$ cat src/rtl/xrb_pkg.sv
package xrb_pkg;
  localparam int ADDR_W = 6;
  localparam int DATA_W = 8;
  localparam int NUM_WR = 6;
  localparam int ID_N   = 4;
  localparam int ID_W   = $clog2(ID_N);
  localparam int LS_W   = 2;

  localparam int IDX_FUNC  = 0;
  localparam int IDX_IFACE = 1;
  localparam int IDX_OTG   = 2;
  localparam int IDX_IENR  = 3;
  localparam int IDX_IENF  = 4;
  localparam int IDX_SCR   = 5;

  localparam int FC_RST_BIT  = 5;
  localparam int FC_SUSP_BIT = 6;
  localparam int IC_CLK_BIT  = 3;
  localparam int IC_PROT_BIT = 7;
  localparam int OC_DP_BIT   = 1;
  localparam int OC_DM_BIT   = 2;

  localparam logic [ADDR_W-1:0] STAT_ADDR  = 6'h13;
  localparam logic [ADDR_W-1:0] LATCH_ADDR = 6'h14;
  localparam logic [ADDR_W-1:0] DBG_ADDR   = 6'h15;

  typedef enum logic [1:0] {OP_NONE, OP_WRITE, OP_SET, OP_CLEAR} wrOp_e;

  typedef struct packed {
    logic [NUM_WR-1:0] wrHit;
    wrOp_e             wrOp;
    logic              rdEn;
    logic [NUM_WR-1:0] rdHit;
    logic              idHit;
    logic [ID_W-1:0]   idSel;
    logic              statHit;
    logic              latchHit;
    logic              dbgHit;
  } regStrobe_t;

  function automatic logic [ADDR_W-1:0] wrBase(input int k);
    case (k)
      IDX_FUNC:  return 6'h04;
      IDX_IFACE: return 6'h07;
      IDX_OTG:   return 6'h0A;
      IDX_IENR:  return 6'h0D;
      IDX_IENF:  return 6'h10;
      default:   return 6'h16;
    endcase
  endfunction

  function automatic logic [DATA_W-1:0] wrMask(input int k);
    case (k)
      IDX_FUNC:  return 8'h7F;
      IDX_IFACE: return 8'h88;
      IDX_OTG:   return 8'h06;
      IDX_IENR:  return 8'h01;
      IDX_IENF:  return 8'h01;
      default:   return 8'hFF;
    endcase
  endfunction

  function automatic logic [DATA_W-1:0] rstVal(input int k);
    case (k)
      IDX_FUNC:  return 8'h41;
      IDX_IFACE: return 8'h00;
      IDX_OTG:   return 8'h06;
      IDX_IENR:  return 8'h01;
      IDX_IENF:  return 8'h01;
      default:   return 8'h00;
    endcase
  endfunction

  function automatic logic [DATA_W-1:0] idByte(input logic [ID_W-1:0] s);
    case (s)
      2'd0:    return 8'h51;
      2'd1:    return 8'h04;
      2'd2:    return 8'h10;
      default: return 8'h13;
    endcase
  endfunction
endpackage

$ cat src/rtl/xrb_ctrl.sv
module xrb_ctrl
  import xrb_pkg::*;
(
  input  logic [ADDR_W-1:0] regAddr,
  input  logic              regWrEn,
  input  logic              regRdEn,
  output regStrobe_t        strb
);
  logic [ADDR_W-1:0] off;

  always_comb begin
    strb = '0;
    off = '0;
    strb.rdEn = regRdEn;
    for (int k = 0; k < NUM_WR; k++) begin
      if (regAddr >= wrBase(k) && regAddr <= wrBase(k) + 6'd2) begin
        strb.rdHit[k] = 1'b1;
        off = regAddr - wrBase(k);
        if (regWrEn) begin
          strb.wrHit[k] = 1'b1;
          case (off)
            6'd0:    strb.wrOp = OP_WRITE;
            6'd1:    strb.wrOp = OP_SET;
            default: strb.wrOp = OP_CLEAR;
          endcase
        end
      end
    end
    strb.idHit    = (regAddr < ADDR_W'(ID_N));
    strb.idSel    = regAddr[ID_W-1:0];
    strb.statHit  = (regAddr == STAT_ADDR);
    strb.latchHit = (regAddr == LATCH_ADDR);
    strb.dbgHit   = (regAddr == DBG_ADDR);
  end
endmodule

$ cat src/rtl/xrb_datapath.sv
module xrb_datapath
  import xrb_pkg::*;
(
  input  logic              clk,
  input  logic              rstN,
  input  regStrobe_t        strb,
  input  logic [DATA_W-1:0] wrData,
  input  logic              hostDisc,
  input  logic [LS_W-1:0]   lineState,
  input  logic              lowPowerExit,
  input  logic              coreRstDone,
  output logic [DATA_W-1:0] rdData,
  output logic              coreRstReq,
  output logic              intPending,
  output logic [1:0]        xcvrSel,
  output logic              termSel,
  output logic [1:0]        opMode,
  output logic              suspendN,
  output logic              serialClkOn,
  output logic              protectDis,
  output logic              dpPullDn,
  output logic              dmPullDn
);
  logic [DATA_W-1:0] regVal [NUM_WR];
  logic [DATA_W-1:0] rdNext;
  logic hostDiscQ, rstBitQ, latchQ, hostMode, discEvent;

  for (genvar k = 0; k < NUM_WR; k++) begin : g_reg
    logic [DATA_W-1:0] q, nxt;
    always_comb begin
      nxt = q;
      if (strb.wrHit[k]) begin
        case (strb.wrOp)
          OP_WRITE: nxt = wrData & wrMask(k);
          OP_SET:   nxt = (q | wrData) & wrMask(k);
          OP_CLEAR: nxt = q & ~wrData;
          default:  nxt = q;
        endcase
      end
      if (k == IDX_FUNC) begin
        if (coreRstDone)  nxt[FC_RST_BIT]  = 1'b0;
        if (lowPowerExit) nxt[FC_SUSP_BIT] = 1'b1;
      end
    end
    always_ff @(posedge clk or negedge rstN) begin
      if (!rstN) q <= rstVal(k);
      else       q <= nxt;
    end
    assign regVal[k] = q;
  end

  assign hostMode  = regVal[IDX_OTG][OC_DP_BIT] & regVal[IDX_OTG][OC_DM_BIT];
  assign discEvent = hostMode &
                     (( hostDisc & ~hostDiscQ & regVal[IDX_IENR][0]) |
                      (~hostDisc &  hostDiscQ & regVal[IDX_IENF][0]));

  always_comb begin
    rdNext = '0;
    if (strb.idHit) rdNext = idByte(strb.idSel);
    for (int k = 0; k < NUM_WR; k++)
      if (strb.rdHit[k]) rdNext = regVal[k];
    if (strb.statHit)  rdNext = {{(DATA_W-1){1'b0}}, hostDisc};
    if (strb.latchHit) rdNext = {{(DATA_W-1){1'b0}}, latchQ};
    if (strb.dbgHit)   rdNext = {{(DATA_W-LS_W){1'b0}}, lineState};
  end

  always_ff @(posedge clk or negedge rstN) begin
    if (!rstN) begin
      rdData    <= '0;
      hostDiscQ <= 1'b0;
      rstBitQ   <= 1'b0;
      latchQ    <= 1'b0;
    end else begin
      if (strb.rdEn) rdData <= rdNext;
      hostDiscQ <= hostDisc;
      rstBitQ   <= regVal[IDX_FUNC][FC_RST_BIT];
      if (discEvent)                         latchQ <= 1'b1;
      else if (strb.rdEn && strb.latchHit)   latchQ <= 1'b0;
    end
  end

  assign coreRstReq  = regVal[IDX_FUNC][FC_RST_BIT] & ~rstBitQ;
  assign intPending  = latchQ;
  assign xcvrSel     = regVal[IDX_FUNC][1:0];
  assign termSel     = regVal[IDX_FUNC][2];
  assign opMode      = regVal[IDX_FUNC][4:3];
  assign suspendN    = regVal[IDX_FUNC][FC_SUSP_BIT];
  assign serialClkOn = regVal[IDX_IFACE][IC_CLK_BIT] & regVal[IDX_FUNC][FC_SUSP_BIT];
  assign protectDis  = regVal[IDX_IFACE][IC_PROT_BIT];
  assign dpPullDn    = regVal[IDX_OTG][OC_DP_BIT];
  assign dmPullDn    = regVal[IDX_OTG][OC_DM_BIT];
endmodule

$ cat src/rtl/xcvr_reg_bank.sv
module xcvr_reg_bank
  import xrb_pkg::*;
(
  input  logic              clk,
  input  logic              rstN,
  input  logic [ADDR_W-1:0] regAddr,
  input  logic              regWrEn,
  input  logic              regRdEn,
  input  logic [DATA_W-1:0] regWrData,
  output logic [DATA_W-1:0] regRdData,
  input  logic              hostDisc,
  input  logic [LS_W-1:0]   lineState,
  input  logic              lowPowerExit,
  input  logic              coreRstDone,
  output logic              coreRstReq,
  output logic              intPending,
  output logic [1:0]        xcvrSel,
  output logic              termSel,
  output logic [1:0]        opMode,
  output logic              suspendN,
  output logic              serialClkOn,
  output logic              protectDis,
  output logic              dpPullDn,
  output logic              dmPullDn
);
  regStrobe_t strb;

  xrb_ctrl u_ctrl (
    .regAddr (regAddr),
    .regWrEn (regWrEn),
    .regRdEn (regRdEn),
    .strb    (strb)
  );

  xrb_datapath u_dp (
    .clk          (clk),
    .rstN         (rstN),
    .strb         (strb),
    .wrData       (regWrData),
    .hostDisc     (hostDisc),
    .lineState    (lineState),
    .lowPowerExit (lowPowerExit),
    .coreRstDone  (coreRstDone),
    .rdData       (regRdData),
    .coreRstReq   (coreRstReq),
    .intPending   (intPending),
    .xcvrSel      (xcvrSel),
    .termSel      (termSel),
    .opMode       (opMode),
    .suspendN     (suspendN),
    .serialClkOn  (serialClkOn),
    .protectDis   (protectDis),
    .dpPullDn     (dpPullDn),
    .dmPullDn     (dmPullDn)
  );
endmodule

$ cat config.mk
export PLATFORM = sky130hd
export DESIGN_NAME = xcvr_reg_bank
export DESIGN_NICKNAME = d
export VERILOG_FILES = /design/src/rtl/xrb_pkg.sv /design/src/rtl/xrb_ctrl.sv /design/src/rtl/xrb_datapath.sv /design/src/rtl/xcvr_reg_bank.sv
export SDC_FILE = /design/constraint.sdc
export NUM_CORES = 1
export LEC_CHECK = 0
export ABC_AREA = 1
export BUFFER_PORTS_ARGS = -buffer_cell sky130_fd_sc_hd__buf_2
export CORE_MARGIN = 3
export CORE_UTILIZATION = 38
export CTS_BUF_LIST = sky130_fd_sc_hd__clkbuf_4
export CTS_CLUSTER_DIAMETER = 150
export DETAILED_ROUTE_END_ITERATION = 10
export PLACE_DENSITY_LB_ADDON = 0.25
export SYNTH_ARGS = -nofsm -noshare
export SYNTH_HDL_FRONTEND = slang
export SYNTH_SLANG_ARGS = --single-unit
$ cat constraint.sdc
create_clock -name clk -period 1.7 [get_ports clk]
set_input_delay 0.34 -clock clk [delete_from_list [all_inputs] [get_ports clk]]
set_output_delay 0.34 -clock clk [all_outputs]
set_load 0.01 [all_outputs]
==> out/results.ini, run 1 <==
[final_layout]
n_antenna_cell = 0
area_delta_synth_final_pct = 44.35
fill_cells = 861
nets = 681
drive_gt1_frac = 0.4286

[yosys]
synthCells = 522
synth_seq_area_share = 0.3910
ys_types = 37
yosysWarnings = 0
synth_seq_cells = 59
syn_area_mm2 = 0.003795
synth_area_per_cell_um2 = 7.270
synthesis.nets = 557

[routing]
wl_met2_um = 5632
drtIter0Drc = 311
post_drt_wl_per_cell_um = 15.26
highest-signal-layer = met4
viasPerCell = 5.123
drc = 0
ant_nets = 0
vias = 3996
wl_met1_um = 5306
drt_first_pass_iters = 5
routed_wl_um = 11900
met3_length_um = 641

[floorplanning]
fp.dieH_um = 105.9
io_pins = 43
row_count = 35
dieArea_mm2 = 0.01122
fp.dieW_um = 105.9
core_mm2 = 0.009459
initial_utilization = 0.4012

[outcome]
status = finished with violations
violations = setup timing

[sta]
finalHoldViolCount = 0
period_share = 1.142
max_slew.worst_pin.slew_ps = 341.3
fmax_mhz = 515.2
fin_crit_ps = 1941
skew_ps = 10.36
timing.hold.ws_ps = 75.56
slew_headroom = 0.7722
rsz0062_at_grt = true
drv_slew = 0
finalSetupViolCount = 54
setup_ws_ps = -241.2

[critical_path]
cp_top_family = simple AND/OR/NAND/NOR gates
cp_common_cell = nand2_1
r2r_start = u_dp.g_reg[0].q[0]
endpoint_kind = flip-flop
rr_endpoint = u_dp.rdData[0]
cp_max_fo = 6
cpPeakStageDelay_ps = 250
crit_buf_inv = 3
rrSetupSlack_ps = 380
r2r_cells = 10
path_cells = buf_8 > clkinvlp_4 > ha_4 > o21ai_0 > nand2_1 > nor2_2 > nand3_1 > a21oi_1 > nand2_1 > nand2_2 > nand2_8 > buf_6 > nand2_4 > nand2_1 > nand2_1 > o21ai_1
crit_slowest_cell = ha_4
crit_type = in2reg
start_kind = input port
cp.arrival_ps = 2220
required_ps = 1970

[flow_run]
drv_cap = 0

[clock_network]
cts_root_buf = clkbuf_4
clock_sinks = 59
numCtsBuffers = 9
cts_tree = done
clk_pin_slew_worst_paths_ps = 110
cts_buffer_depth = 2
clock_latency_ps = 400
cts.htree.levels = 3

[placed_design]
io_buffer_count = 42
place_ws_ps = -722.4
gp_congestion = 0.9227
place_hpwl_um = 8848

[pwr]
p_leak_nw = 2.682
power_mw = 3.935
vdd_drop_max_uv = 433.2
powerDensity_mw_per_mm2 = 718.4

[min_path]
worstHoldPathCells = 2
min_path_type = in2reg
holdPathEnd = u_dp.g_reg[0].q[5]
min-delay-start = coreRstDone

[grt]
track_usage = 0.2218
antenna_found_initial = 0
grt_max_degree = 51
overflow = 0
grt_pass1_wl_um = 19950
grt_pass1_vias = 3974

[stage by stage]
stage / TNS (ps) / util / instance area [µm²] / instances
global route: -15510 / 0.5791 / 5478 / 780
finish: -8080 / 0.5791 / 5478 / 780
detailed placement: -32180 / 0.5036 / 4763 / 750
floorplan: -12070 / - / 3901 / 522
global placement: -30170 / 0.5036 / 4763 / 750
CTS: -4984 / 0.5594 / 5291 / 778
[synthesized netlist by cell type, drive strengths merged]
| cell | n | area share |
|---|---|---|
| nand2 | 171 | 0.18 |
| dfrtp | 53 | 0.35 |
| inv | 53 | 0.053 |
| nor2 | 48 | 0.054 |
| o21ai | 47 | 0.065 |
| nand3 | 40 | 0.062 |
| a21boi | 23 | 0.046 |
| a21oi | 21 | 0.029 |
| buf | 15 | 0.029 |
| ha | 12 | 0.040 |
| nand4 | 7 | 0.012 |
| clkbuf | 6 | 0.0059 |
| dfstp | 6 | 0.042 |
| o211ai | 6 | 0.012 |
| a31oi | 3 | 0.0049 |
| nor3 | 3 | 0.0040 |
| nand3b | 2 | 0.0049 |
| a22oi | 1 | 0.0020 |
| clkinv | 1 | 0.00099 |
| nor3b | 1 | 0.0020 |
| o2111ai | 1 | 0.0023 |
| o21bai | 1 | 0.0020 |
| xor2 | 1 | 0.0023 |
[flip-flops by register name (all words and copies together) (netlist names)]
name	cells
u_dp.rstBitQ	1
u_dp.intPending	1
u_dp.rdData	8
u_dp.g.q	48
u_dp.hostDiscQ	1
[report_power, final]
part           internal, mW  total, mW  leakage [nW]  switching [mW]
clock                 0.604       1.12        0.0854           0.517
sequential             1.60       1.72         0.768           0.130
combinational         0.464       1.09          1.83           0.625
[placed cells by master (no fill, tap or decap), types with 9 or more instances in the layout]
cell type / n
a21boi_2: 18
clkbuf_4: 10
nor2_2: 9
inv_2: 11
inv_1: 38
a21oi_2: 10
nand3_1: 31
buf_2: 40
o21ai_0: 21
nor2_1: 33
nand2_2: 30
o21ai_1: 18
dfrtp_1: 53
a21oi_1: 11
buf_4: 77
nand2_1: 131
[per-layer routing]
metal / up-vias / global-route usage
met5: - / 0
met2: 143 / 0.3616
met1: 1878 / 0.3022
li1: 1945 / -
met4: 0 / 0.07401
met3: 30 / 0.03400
[cells by family (layout without fill, tap and decap cells)]
kind of cell | count (synthesis) | in the layout | synth area share
and+or+nand+nor | 272 | 272 | 0.3155
buffers and inverters | 75 | 204 | 0.08935
AOI/OAI and AO/OA | 103 | 103 | 0.1622
DFF | 59 | 59 | 0.3910
xor gates and xnor gates | 1 | 1 | 0.002308
adders and majority gates | 12 | 12 | 0.03956
[worst max path at each step]
| stage | start | to | slack [ps] | cells after the start |
|---|---|---|---|---|
| 6_report | regAddr[1] | u_dp.g_reg[0].q[1] | -240 | 16 |
| 5_1_grt | regAddr[1] | u_dp.g_reg[0].q[1] | -370 | 17 |
| 4_1_cts | regAddr[2] | u_dp.g_reg[0].q[6] | -140 | 18 |
| 3_5_place_dp | regAddr[1] | u_dp.g_reg[0].q[3] | -720 | 16 |
| 3_3_place_gp | regAddr[1] | u_dp.g_reg[5].q[3] | -600 | 15 |
| 2_1_floorplan | regAddr[1] | u_dp.g_reg[0].q[5] | -270 | 16 |
[cell type report]
class | instances | area, µm² | share of cell area
Inverter | 54 | 219.0 | 0.03997
Tap cell | 129 | 161.4 | 0.02947
Timing Repair Buffer | 134 | 1045 | 0.1907
Clock buffer | 10 | 75.07 | 0.01370
Sequential cell | 59 | 1484 | 0.2709
Multi-Input combinational cell | 388 | 2412 | 0.4404
Clock inverter | 6 | 81.33 | 0.01485
[timing repair]
action                                  4_1_cts  5_1_grt
hold buffers                                  1        0
pin swaps                                    31       38
buffers inserted                             10        2
endpoints found under the setup margin       53       56
cloned                                        1        0
hold endpoints to repair                      5        0
resized for setup                            68       51
No activity file was read; power rests on OpenSTA's default activity.
==> run 2: changes to the inputs <==
BUFFER_PORTS_ARGS = -buffer_cell sky130_fd_sc_hd__clkbuf_2   (was -buffer_cell sky130_fd_sc_hd__buf_2)
==> out/results.ini, run 2 (synthesis gave the netlist of run 1 again) <==
[outcome]
status = finished with violations
violations = setup timing

[pwr]
clkPwrFrac = 0.305
intPower_mw = 2.612
vdd_drop_max_uv = 361.5
p_leak_nw = 2.547
seq_power_share = 0.440
powerDensity_mw_per_mm2 = 751.2
switching_share = 0.3317
switching_power_mw = 1.297
pwr-share-comb = 0.256

[critical_path]
cp_max_fo = 7
cp.arrival_ps = 2190
cpPeakStageDelay_ps = 230
start_kind = input port
required_ps = 2040
cp_top_family = simple AND/OR/NAND/NOR gates
crit_slowest_cell = ha_4
crit_buf_inv = 4
endpoint_kind = flip-flop
crit_type = in2reg
cp_common_cell = nand2_1
path_cells = clkbuf_16 > clkinvlp_4 > ha_4 > a21oi_2 > nand2_1 > nand2_2 > nand2_1 > inv_1 > nand2_1 > nand3_1 > nand2_1 > nand2_1 > nand2_2 > nand2_4 > buf_6 > nand2_2 > nand2_1 > nand2_1 > o21ai_1

[sta]
timing.hold.ws_ps = 54.60
rsz0062_at_grt = true
finalSetupViolCount = 49
fin_tns_setup_ps = -5164
fin_crit_ps = 1850
fmax_mhz = 540.5
slew_headroom = 0.6919
drv_slew = 0
max_slew.worst_pin.slew_ps = 461.7
skew_ps = 20.17
period_share = 1.088
setup_ws_ps = -150.1
finalHoldViolCount = 0

[grt]
overflow = 0
grt_pass1_vias = 3767
grt_max_degree = 55
track_usage = 0.2085
grt_pass1_wl_um = 18650
antenna_found_initial = 0

[placed_design]
io_buffer_count = 42
gp_congestion = 0.9474
dpl_cell_area_mm2 = 0.004701
place_hpwl_um = 8539

[routing]
routed_wl_um = 11390
ant_nets = 0
drc = 0
viasPerCell = 5.059
vias = 3870
post_drt_wl_per_cell_um = 14.89
drtIter0Drc = 381
drt_first_pass_iters = 5

[floorplanning]
dieArea_mm2 = 0.01122
fp.dieH_um = 105.9
io_pins = 43
core_mm2 = 0.009459
fp.dieW_um = 105.9
initial_utilization = 0.4012
row_count = 35

[clock_network]
cts_root_buf = clkbuf_4
clk_pin_slew_worst_paths_ps = 110
clock_sinks = 59
cts.htree.levels = 3
clock_latency_ps = 420
cts_buffer_depth = 2
numCtsBuffers = 9
cts_tree = done

[final_layout]
drive_gt1_frac = 0.3852
largest_reg_flops = 48
largestRegisters = u_dp.g.q x48, u_dp.rdData x8
fill_cells = 838
nets = 666
final_common_cell = nand2_1
n_antenna_cell = 0
largest_register = u_dp.g.q
fin_area_mm2 = 0.005204
multiInputGateArea_mm2 = 0.002305
area_delta_synth_final_pct = 37.12
post-route-util = 0.5501
final_cell_mix = nand2_1 (145), buf_4 (68), dfrtp_1 (53)
ff_latch_area_mm2 = 0.001484

[min_path]
min_path_type = in2reg

[flow_run]
drv_cap = 0

-- run 2: cell types whose count changed in the layout (fill, tap and decap cells not counted), sizes merged --
cell / change
clkinv: -1
inv: +2
clkbuf: +41
buf: -57
-- run 2: final cells by class --
| type | instances | share of cell area |
|---|---|---|
| Sequential cell | 59 | 0.2852 |
| Timing Repair Buffer | 119 | 0.1671 |
| Clock buffer | 9 | 0.01298 |
| Multi-Input combinational cell | 388 | 0.4429 |
| Tap cell | 129 | 0.03102 |
| Clock inverter | 7 | 0.01924 |
| Inverter | 54 | 0.04160 |
-- run 2: power by group through the flow --
stage / combinational [mW] / clock, mW / sequential, mW
3_3_place_gp: 0.897 / 0 / 1.74
3_5_place_dp: 0.906 / 0 / 1.74
5_1_grt: 1.10 / 1.27 / 1.74
4_1_cts: 0.967 / 1.20 / 1.72
2_1_floorplan: 0.517 / 0 / 1.73
6_report: 0.999 / 1.19 / 1.72
-- run 2: what timing repair did --
item | CTS | global route
endpoints found under the setup margin | 51 | 56
endpoints found under the hold margin | 5 | 0
pin swaps | 21 | 19
buffers inserted | 3 | 0
resized for setup | 48 | 33
hold buffers | 1 | 0
-- run 2: metal layers --
layer,part of all wire,vias up,GRT usage,wire length (µm)
met5,0,-,0,0
met3,0.063,30,0.02793,719
li1,-,1914,-,-
met1,0.46,1771,0.2858,5207
met2,0.45,155,0.3356,5145
met4,0.028,0,0.08048,315
-- run 2: worst paths after layout --
| kind | startpoint | end | slack [ps] | cells after the start |
|---|---|---|---|---|
| worst max-delay path | regAddr[1] | u_dp.g_reg[2].q[2] | -150 | 19 |
| worst min-delay path | coreRstDone | u_dp.g_reg[0].q[5] | 50 | 2 |
| worst max register to register | u_dp.g_reg[0].q[6] | u_dp.rdData[6] | 410 | 6 |
| worst min register to register | u_dp.g_reg[3].q[0] | u_dp.g_reg[3].q[0] | 480 | 2 |
| max in group asynchronous | rstN | u_dp.g_reg[2].q[2] | 870 | 3 |
| min in group asynchronous | rstN | u_dp.rdData[0] | 270 | 2 |
-- run 2: worst register-to-register path, delay by kind of cell, from the launching register on --
kind | cells | cell delay (ps)
DFF | 1 | 580
AOI/OAI and AO/OA | 3 | 440
and+or+nand+nor | 3 | 200
-- run 2: through the flow --
stage	total power, mW	setup slack, ps	std cells
floorplan	2.251	-265.5	522
global placement	2.641	-625.1	745
detailed placement	2.647	-690.0	745
CTS	3.880	-86.19	765
global route	4.114	-266.0	765
finish	3.909	-150.1	765
==> run 3: changes to the inputs <==
SETUP_SLACK_MARGIN = 0.15   (was default)
==> out/results.ini, run 3 (synthesis gave the netlist of run 1 again) <==
[sta]
period_share = 1.092
skew_ps = 12.00
timing.hold.ws_ps = 54.01
finalSetupViolCount = 49
finalHoldViolCount = 0
setup_ws_ps = -156.4
max_slew.worst_pin.slew_ps = 365.0
fmax_mhz = 538.7
drv_slew = 0
fin_crit_ps = 1856
rsz0062_at_grt = true
slew_headroom = 0.7564

[critical_path]
cp_max_fo = 6
cpPeakStageDelay_ps = 240
cp_top_family = simple AND/OR/NAND/NOR gates
r2r_start = u_dp.g_reg[0].q[6]
crit_slowest_cell = ha_4
cp.arrival_ps = 2150
crit_buf_inv = 4
path_cells = clkbuf_16 > clkinvlp_4 > ha_4 > inv_2 > nand3_1 > nand2_1 > nand2_1 > nor2_2 > nand3_1 > a21oi_1 > nand2_1 > nand2_2 > nand2_4 > buf_6 > nand2_2 > nand2_1 > nand2_1 > o21ai_1
r2r_cells = 7
startpoint = regAddr[1]
rr_endpoint = u_dp.rdData[6]
crit_type = in2reg
required_ps = 1990
rrSetupSlack_ps = 320
cp_common_cell = nand2_1
start_kind = input port
endpoint_kind = flip-flop

[grt]
grt_pass1_vias = 3835
track_usage = 0.2200
grt_pass1_wl_um = 19570
overflow = 0
antenna_found_initial = 0
grt_max_degree = 60

[placed_design]
gp_congestion = 0.9439
dpl_cell_area_mm2 = 0.004686
io_buffer_count = 42
place_hpwl_um = 8934
place_ws_ps = -665.3

[routing]
routed_wl_um = 12120
drc = 0
drtIter0Drc = 254
ant_nets = 0
viasPerCell = 5.085
post_drt_wl_per_cell_um = 15.65
vias = 3936
drt_first_pass_iters = 5

[clock_network]
clock_sinks = 59
cts_tree = done
cts.htree.levels = 3
clk_pin_slew_worst_paths_ps = 110
cts_root_buf = clkbuf_4
cts_buffer_depth = 2
clock_latency_ps = 410
numCtsBuffers = 9

[pwr]
p_leak_nw = 2.651
powerDensity_mw_per_mm2 = 749.3
power_mw = 4.063
vdd_drop_max_uv = 479.4

[outcome]
status = finished with violations
violations = setup timing

[final_layout]
post-route-util = 0.5733
fin_area_mm2 = 0.005423
largest_reg_flops = 48
nets = 675
largestRegisters = u_dp.g.q x48, u_dp.rdData x8
fill_cells = 816
final_common_cell = nand2_1
drive_gt1_frac = 0.4186
n_antenna_cell = 0
final_cell_mix = nand2_1 (142), buf_4 (69), dfrtp_1 (52)
largest_register = u_dp.g.q
area_delta_synth_final_pct = 42.89

[floorplanning]
fp.dieW_um = 105.9
fp.dieH_um = 105.9
dieArea_mm2 = 0.01122
row_count = 35
core_mm2 = 0.009459
io_pins = 43
initial_utilization = 0.4012

[flow_run]
drv_cap = 0

[min_path]
worstHoldPathCells = 2
min-delay-start = coreRstDone
min_path_type = in2reg
holdPathEnd = u_dp.g_reg[0].q[5]

-- run 3: per-layer routing --
layer / vias up / routed length, µm / GRT usage
met1: 1843 / 5522 / 0.3007
met4: 0 / 197 / 0.04903
met2: 138 / 5660 / 0.3652
li1: 1936 / - / -
met3: 19 / 736 / 0.03886
met5: - / 0 / 0
-- run 3: worst register-to-register path, cell delays in order (launching register included) --
cell and delay, ps:
dfstp_2 570, buf_4 110, nand2_1 50, o21ai_0 120, a21oi_2 100, o2111ai_2 230, nand2_1 80, nand2_1 60
-- run 3: layout make-up --
cell class                 instances  area, µm²  share of cell area
clock buffer                       9      67.56             0.01246
multi-input combinational        389       2412              0.4449
sequential                        59       1485              0.2739
tap                              129      161.4             0.02976
clock inverter                     7      116.4             0.02146
timing repair buffer             127      963.4              0.1777
inverter                          54      216.5             0.03992
-- run 3: where the power goes --
| group | switching [mW] | internal [mW] | total (mW) |
|---|---|---|---|
| registers | 0.124 | 1.60 | 1.72 |
| clock network | 0.553 | 0.742 | 1.29 |
| logic | 0.616 | 0.433 | 1.05 |
| total | 1.29 | 2.77 | 4.06 |
-- run 3: worst max path at each step --
| stage | cells after the start | endpoint | slack (ps) |
|---|---|---|---|
| 3_3_place_gp | 18 | u_dp.g_reg[1].q[7] | -610 |
| 6_report | 18 | u_dp.g_reg[5].q[2] | -160 |
| 5_1_grt | 18 | u_dp.g_reg[0].q[2] | -250 |
| 3_5_place_dp | 17 | u_dp.g_reg[2].q[6] | -670 |
| 4_1_cts | 17 | u_dp.g_reg[2].q[6] | -90 |
| 2_1_floorplan | 18 | u_dp.g_reg[0].q[4] | -270 |
-- run 3: what timing repair did --
item / 4_1_cts / 5_1_grt
endpoints found under the setup margin: 57 / 58
pin swaps: 27 / 20
hold endpoints to repair: 53 / 0
hold buffers: 1 / 0
setup buffers: 10 / 2
gates resized for setup: 76 / 45
gates cloned: 1 / 0
-- run 3: metrics by stage --
| stage | setup TNS (ps) | instances |
|---|---|---|
| after global placement | -31460 | 744 |
| final | -4785 | 774 |
| after detailed placement | -33060 | 744 |
| after CTS | -2980 | 772 |
| after floorplan | -11680 | 522 |
| after global routing | -9266 | 774 |
